## config.mk

```make
export PLATFORM = sky130hd
export DESIGN_NAME = qchan_ctrl
export DESIGN_NICKNAME = d
export VERILOG_FILES = /design/src/rtl/qchan_ctrl.sv
export SDC_FILE = /design/constraint.sdc
export NUM_CORES = 1
export LEC_CHECK = 0
export ABC_AREA = 1
export BUFFER_PORTS_ARGS = -buffer_cell sky130_fd_sc_hd__clkbuf_2
export CORE_MARGIN = 2
export CORE_UTILIZATION = 39
export CTS_CLUSTER_DIAMETER = 60
export DETAILED_ROUTE_END_ITERATION = 6
export PLACE_DENSITY = 0.84
export SLEW_MARGIN = 20
export SYNTH_ARGS = -nofsm -noshare
export SYNTH_HDL_FRONTEND = slang
export SYNTH_SLANG_ARGS = --single-unit
```

## constraint.sdc

```tcl
create_clock -name clk -period 1.8 [get_ports clk]
set_input_delay 0.09 -clock clk [delete_from_list [all_inputs] [get_ports clk]]
set_output_delay 0.09 -clock clk [all_outputs]
set_load 0.005 [all_outputs]
```

## src/rtl/qchan_ctrl.sv

```systemverilog
`timescale 1ns/1ps
module qchan_ctrl #(
  parameter int FLUSH_CYC = 4,
  parameter int AW        = 2,
  parameter int DW        = 32
) (
  input  logic          clk,
  input  logic          rst_n,
  input  logic          reg_wr,
  input  logic [AW-1:0] reg_addr,
  input  logic [DW-1:0] reg_wdata,
  output logic [DW-1:0] reg_rdata,
  input  logic          work_pend,
  input  logic          desc_done,
  input  logic          desc_err,
  output logic          fetch_ok,
  output logic          flush,
  output logic [3:0]    state_o
);

  localparam int CW        = $clog2(FLUSH_CYC) + 1;
  localparam int EN_BIT    = 0;
  localparam int PAUSE_BIT = 4;
  localparam int ABORT_BIT = 8;
  localparam int RST_BIT   = 0;
  localparam logic [AW-1:0] A_CTRL0 = AW'(0);
  localparam logic [AW-1:0] A_CTRL1 = AW'(1);
  localparam logic [AW-1:0] A_STAT  = AW'(2);
  localparam logic [CW-1:0] CLR_LOAD = CW'(FLUSH_CYC - 1);

  typedef enum logic [3:0] {
    S_IDLE  = 4'd0,
    S_RUN   = 4'd1,
    S_CPL   = 4'd2,
    S_PAUSE = 4'd3,
    S_HALT  = 4'd4,
    S_ABORT = 4'd5,
    S_WAIT  = 4'd6,
    S_CLR   = 4'd7
  } qstate_e;

  qstate_e       st, nxt;
  logic          en_q, pause_q, abort_q, busy;
  logic [CW-1:0] cnt;
  logic          rst_req, retire, settled, unused_wdata;

  assign rst_req  = reg_wr && (reg_addr == A_CTRL1) && reg_wdata[RST_BIT];
  assign retire   = desc_done || desc_err;
  assign settled  = !busy || retire;
  assign fetch_ok = (st == S_RUN) && !busy;
  assign flush    = (st == S_CLR);
  assign state_o  = st;
  assign unused_wdata = ^reg_wdata;

  always_comb begin
    nxt = st;
    if (rst_req) begin
      nxt = S_CLR;
    end else begin
      unique case (st)
        S_IDLE:  if (en_q && !pause_q && work_pend) nxt = S_RUN;
        S_RUN: begin
          if (desc_err && abort_q)          nxt = S_ABORT;
          else if (pause_q || !en_q)        nxt = !settled ? S_WAIT : (pause_q ? S_PAUSE : S_HALT);
          else if (!work_pend && settled)   nxt = S_CPL;
        end
        S_WAIT: begin
          if (desc_err && abort_q)          nxt = S_ABORT;
          else if (settled)                 nxt = pause_q ? S_PAUSE : (!en_q ? S_HALT : S_RUN);
        end
        S_PAUSE: if (!pause_q) nxt = en_q ? S_RUN : S_HALT;
        S_HALT:  if (en_q && !pause_q) nxt = S_IDLE;
        S_CPL:   nxt = S_IDLE;
        S_ABORT: nxt = S_ABORT;
        S_CLR:   if (cnt == '0) nxt = S_IDLE;
        default: nxt = S_IDLE;
      endcase
    end
  end

  always_ff @(posedge clk or negedge rst_n) begin
    if (!rst_n) begin
      st <= S_IDLE;
    end else begin
      st <= nxt;
    end
  end

  always_ff @(posedge clk or negedge rst_n) begin
    if (!rst_n) begin
      busy <= 1'b0;
    end else if (rst_req || retire) begin
      busy <= 1'b0;
    end else if (fetch_ok && work_pend) begin
      busy <= 1'b1;
    end
  end

  always_ff @(posedge clk or negedge rst_n) begin
    if (!rst_n) begin
      cnt <= '0;
    end else if (rst_req) begin
      cnt <= CLR_LOAD;
    end else if (st == S_CLR && cnt != '0) begin
      cnt <= cnt - 1'b1;
    end
  end

  always_ff @(posedge clk or negedge rst_n) begin
    if (!rst_n) begin
      en_q    <= 1'b0;
      pause_q <= 1'b0;
      abort_q <= 1'b0;
    end else if (reg_wr && reg_addr == A_CTRL0) begin
      en_q    <= reg_wdata[EN_BIT];
      pause_q <= reg_wdata[PAUSE_BIT];
      abort_q <= reg_wdata[ABORT_BIT];
    end
  end

  always_comb begin
    reg_rdata = '0;
    unique case (reg_addr)
      A_CTRL0: begin
        reg_rdata[EN_BIT]    = en_q;
        reg_rdata[PAUSE_BIT] = pause_q;
        reg_rdata[ABORT_BIT] = abort_q;
      end
      A_CTRL1: reg_rdata[RST_BIT] = (st == S_CLR);
      A_STAT:  reg_rdata[3:0] = st;
      default: reg_rdata = '0;
    endcase
  end

endmodule


```

==> flow_summary_export.csv, run 1 <==
group,metric,value,unit
timing,fmax,650,MHz
place,io_buffers,20,
power_and_ir_drop,ir_drop,0.000493,V
global_routing,grt_usage,14.5,%
floorplan,coreArea,0.00245,sq mm
floorplan,fp.dieH,54.6,um
critical_path,cp.arrival,1.45,ns
power_and_ir_drop,p_per_area,1120,mW/mm^2
timing,setup_viol,0,
job,maxCapViolCount,0,
cts,htree_levels,1,
layout,multiInputGateArea,559,sq um
drt,drt_iter0_markers,11,
layout,n_fill_cell,270,
drt,met3WireLength,135,um
floorplan,rows,18,
drt,top_layer,"met4",
global_routing,grt_pass1_vias,739,
synth,yosys_warnings,0,
floorplan,ios,78,
place,gp_congestion,0.923,
outcome,status,"finished, final reports clean",
timing,grt_setup_unrepaired,"false",
cts,clk_latency,0.28,ns
synth,yosysSeqAreaShare,25.1,%
timing,hold_slack,0.0485,ns
worst_hold_path,holdPathStages,3,
synth,yosysMostFrequentCell,"buf_4",
critical_path,rr_worst_depth,9,
layout,post-route-util,43.4,%
worst_hold_path,hp-class,"in -> reg",
cts,clkTransAtPathRegs,0.07,ns
drt,met1_length,867,um
synth,synth_top_cell_area_share,25.1,%
synth,synth.largest_area_cell,"dfrtp_1",
critical_path,regToRegStartpoint,"state_o[0]",
layout,num_antenna_cells,0,
critical_path,crit_path_end_kind,"output pin",
cts,cts_resized,0,
cts,cts_hold_buf,1,
layout,drive_gt1_share,20.8,%
timing,finalHoldViolations,0,
critical_path,crit_end,"reg_rdata[0]",
critical_path,worst-setup-path-type,"reg -> out",
critical_path,startpoint_type,"flip-flop",
drt,dr_wl_met2,877,um
global_routing,grt-ovfl-total,0,
floorplan,die_w,54.6,um
power_and_ir_drop,p_leak,0.625,nW
synth,ys_top_cells_by_area,"dfrtp_1 (25%), buf_4 (22%), nand2_1 (11%), nand3_1 (7.0%), inv_1 (6.8%)",
drt,ant_nets,0,
synth,ys.flop_type,"dfrtp_1",
cts,cts_made_buffers,3,
timing,finalSetupTns,0,ns
timing,fin_crit_sh,85.5,%
synth,syn_area,997,sq um
cts,ctsLongestPathBuffers,2,
global_routing,grt_max_degree,11,
drt,drc,0,
synth,async_flop_share,100,%
critical_path,required,1.71,ns
floorplan,dieArea,0.00298,sq mm
timing,final_max_slew_viol_count,0,
synth,synth-edff-count,0,
floorplan,start_util,40.6,%
layout,layout.nets,216,
drt,num_vias,914,
global_routing,grt_pass1_wl,3080,um
timing,min_period,1.54,ns
drt,via_per_inst,4.50,
critical_path,worst-path-max-fanout,10,
synth,netlist_top_cells_count,"buf_4 (29), nand2_1 (28), inv_1 (18), nor2_1 (18), nand3_1 (14)",
cts,cts_tree,"built",
synth,ys_ff_latch,10,
cts,post_cts_buffers,0,
synth,syn_avg_cell_area,6.65,sq um
synth,syn_inst,150,
timing,clock_skew,0.00150,ns
cts,ctsRootBufferMaster,"clkbuf_4",
drt,wirelength,1940,um
critical_path,r2r_slack,0.32,ns
drt,wl_per_cell,9.54,um
critical_path,critPathLaunch,"state_o[0]",
cts,cts_sinks,10,
drt,dr.pass1.iters,4,
critical_path,r2r_end,"state_o[0]",
place,hpwl,1530,um
layout,seq_area,250,sq um
layout,area_growth_syn_to_layout,6.78,%
synth,synth_cell_type_count,20,
global_routing,antenna_found_initial,0,
placed cells by master (no fill, tap or decap):
cell type,Yosys,routed
nand3_2,1,1
clkbuf_8,0,1
o21ai_0,5,5
nand2_1,28,28
nor2_2,3,3
nor2_1,18,18
a21oi_1,6,6
nand4_1,2,2
dfrtp_1,10,10
clkbuf_4,0,3
ha_1,2,2
inv_1,18,18
inv_2,1,1
nor3_1,3,3
nor2_4,1,1
dlygate4sd3_1,0,1
o21a_1,1,1
nand2_4,2,2
clkbuf_2,0,20
o221ai_1,1,1
nand3_1,14,14
nand2_2,4,4
conb_1,1,28
sequential cells by signal, summed over array words and instances, names as in the netlist:
signal,count
state_o,3
cnt,3
abort_q,1
busy,1
en_q,1
pause_q,1
layer usage:
layer	vias up	track usage [%]
met5	-	0
met4	0	8.75
met3	5	1.64
met2	34	23.3
met1	413	18.4
li1	462	-
metrics by stage:
stage                     power, mW  cells  area (sq um)  setup WS, ns
after CTS                      1.19    203          1060         0.256
after global routing           1.31    203          1060         0.163
after global placement        0.955    198          1020         0.390
after floorplan               0.867    177          1100         0.543
after detailed placement      0.978    198          1020         0.370
final                          1.19    203          1060         0.261
layout make-up:
type                       count  share of cell area [%]
clock buffer                   4                    3.41
inverter                      19                    6.70
multi-input combinational    119                    52.5
sequential                    10                    23.5
tap                           30                    3.53
timing repair buffer          21                    10.3
worst min path at each step:
stage | from | slack (ns) | endpoint
after floorplan | rst_n | -0.21 | abort_q
after global placement | rst_n | -0.03 | abort_q
after detailed placement | rst_n | -0.02 | abort_q
after CTS | reg_wdata[4] | 0.05 | pause_q
after global routing | reg_wdata[4] | 0.09 | pause_q
final | reg_wdata[4] | 0.05 | pause_q
cell families after synthesis:
group / after synthesis / share of synthesized area (%)
AND/OR/NAND/NOR: 76 / 35.9
buffers and inverters: 48 / 29.0
AO/OA/AOI/OAI: 13 / 7.15
flip-flops: 10 / 25.1
adder cells (fa/ha/maj): 2 / 2.51
other: 1 / 0.376
power by group:
| group | leakage (nW) | switching, mW | internal [mW] |
|---|---|---|---|
| Clock | 0.0210 | 0.0918 | 0.123 |
| Combinational | 0.486 | 0.363 | 0.224 |
| Sequential | 0.118 | 0.102 | 0.291 |
worst max-delay path: stages, from the launching register on:
cell,delay (ns)
dfrtp_1,0.55
inv_1,0.15
nor2_4,0.18
nand2_1,0.06
o221ai_1,0.08
clkbuf_2,0.15
Power figures use the tool's default switching activity.
==> run 2: changes to the inputs <==
CELL_PAD_IN_SITES_DETAIL_PLACEMENT = 0   (was default)
CELL_PAD_IN_SITES_GLOBAL_PLACEMENT = 2   (was default)
CORE_UTILIZATION = 18   (was 39)
==> run 2 against run 1 <==
Clock-buffer cell count decreased by 1; critical endpoint unchanged; sequential cell count unchanged; combinational power increased by 3%; maximum frequency increased by 2.3%; hold slack improved by 0.063 ns; total power increased by 2.5%; core utilization decreased by 23 points; via count decreased by 0.55%; register-to-register slack improved by 0.05 ns; highest routed layer unchanged; final area increased by 6.1%; non-clock buffer count increased by 1; largest power group unchanged; critical path depth unchanged; critical path type unchanged.
==> flow_summary_export.csv, run 2 (synthesis results as in run 1) <==
group,metric,value,unit
global_routing,grt_pass1_wl,3720,um
cts,ctsLongestPathBuffers,2,
global_routing,grt_usage,7.58,%
power_and_ir_drop,p_comb_share,49.4,%
floorplan,rows,27,
place,hpwl,1810,um
timing,setup_viol,0,
global_routing,grt-ovfl-total,0,
layout,layout.nets,217,
worst_hold_path,hp-class,"in -> reg",
critical_path,crit_path_end_kind,"output pin",
floorplan,coreArea,0.00544,sq mm
drt,ant_nets,0,
power_and_ir_drop,sequentialPowerShare,32.0,%
timing,fmax,665,MHz
timing,min_period,1.50,ns
drt,num_vias,909,
floorplan,ios,78,
global_routing,grt_max_degree,11,
cts,cts_resized,0,
power_and_ir_drop,p_switching,549,uW
power_and_ir_drop,ir_drop,0.000236,V
timing,hold_slack,0.112,ns
cts,post_cts_buffers,0,
floorplan,die_w,78.4,um
layout,seq_area,250,sq um
outcome,status,"finished, final reports clean",
critical_path,slowest_stage,"dfrtp_1",
drt,drc,0,
layout,n_fill_cell,630,
job,maxCapViolCount,0,
cts,htree_levels,1,
critical_path,worstPathCellList,"inv_1 > nor2_4 > nand2_1 > o221ai_1 > clkbuf_2",
cts,clk_latency,0.23,ns
timing,finalSetupTns,0,ns
global_routing,grt_pass1_vias,834,
floorplan,dieArea,0.00615,sq mm
drt,drt_iter0_markers,42,
place,io_buffers,20,
layout,post-route-util,20.8,%
drt,wl_per_cell,8.89,um
critical_path,cp.arrival,1.41,ns
cts,cts_sinks,10,
global_routing,antenna_found_initial,0,
floorplan,start_util,18.3,%
power_and_ir_drop,intPower,676,uW
cts,cts_tree,"built",
layout,num_antenna_cells,0,
floorplan,fp.dieH,78.4,um
timing,final_max_slew_viol_count,0,
timing,grt_setup_unrepaired,"false",
power_and_ir_drop,p_per_area,1080,mW/mm^2
place,gp_congestion,0.779,
cts,cts_made_buffers,3,
power_and_ir_drop,p_clk_share,18.6,%
layout,final_cell_mix,"nand2_1 (28), conb_1 (28), clkbuf_2 (20)",
drt,via_per_inst,3.71,
power_and_ir_drop,p_leak,0.631,nW
place,dp_cells,241,
critical_path,required,1.71,ns
layout,stdcell_count,245,
layout,multiInputGateArea,559,sq um
critical_path,startpoint_type,"flip-flop",
critical_path,worst-path-max-fanout,10,
critical_path,max_stage_delay,0.53,ns
power_and_ir_drop,power.share.switching,44.8,%
drt,dr.pass1.iters,5,
timing,finalHoldViolations,0,
layout,drive_gt1_share,20.8,%
layout,area_growth_syn_to_layout,13.3,%
drt,wirelength,2180,um
timing,clock_skew,0.00105,ns
critical_path,worst-setup-path-type,"reg -> out",
cts,ctsRootBufferMaster,"clkbuf_8",
timing,fin_crit_sh,83.5,%
cts,clkTransAtPathRegs,0.05,ns
## run 2: repair_timing
action	4_1_cts	5_1_grt
endpoints found under the hold margin	10	0
hold buffers	1	0
setup endpoints to repair	0	0
## run 2: routing by layer
| layer | global-route usage, % | share of wire [%] |
|---|---|---|
| met1 | 9.01 | 44 |
| met2 | 12.8 | 44 |
| met3 | 1.49 | 8.7 |
| met4 | 4.21 | 2.7 |
| met5 | 0 | 0 |
## run 2: layout make-up
class / instances / area share, %
timing repair buffer: 22 / 10.4
sequential: 10 / 22.1
tap: 72 / 7.97
multi-input combinational: 119 / 49.5
clock buffer: 3 / 3.65
inverter: 19 / 6.31
## run 2: per-stage QoR
step                instance area [sq um]  power [mW]  worst slack [ns]
global route                         1130        1.37             0.139
CTS                                  1130        1.24             0.276
global placement                     1080        1.00             0.386
finish                               1130        1.22             0.296
floorplan                            1100       0.867             0.543
detailed placement                   1080        1.00             0.378
## run 2: worst paths after layout
path,startpoint,slack [ns],to,cells after the start
max,state_o[0],0.30,reg_rdata[0],5
min reg2reg,cnt[0],0.48,cnt[0],2
max in group asynchronous,rst_n,1.32,en_q,2
max reg2reg,state_o[0],0.37,state_o[2],9
min in group asynchronous,rst_n,0.27,state_o[0],2
min,reg_wdata[4],0.11,pause_q,3
## run 2: power groups by stage
stage | combinational (mW) | clock, mW | sequential (mW)
floorplan | 0.513 | 0 | 0.355
global placement | 0.606 | 0 | 0.399
detailed placement | 0.606 | 0 | 0.398
CTS | 0.609 | 0.236 | 0.395
global route | 0.706 | 0.246 | 0.413
finish | 0.605 | 0.228 | 0.392
## run 2: worst max-delay path, delay by kind of cell (launching register included)
family / cells / cell delay (ns)
AOI/OAI and AO/OA: 1 / 0.08
buffers and inverters: 2 / 0.30
DFF: 1 / 0.53
and+or+nand+nor: 2 / 0.27
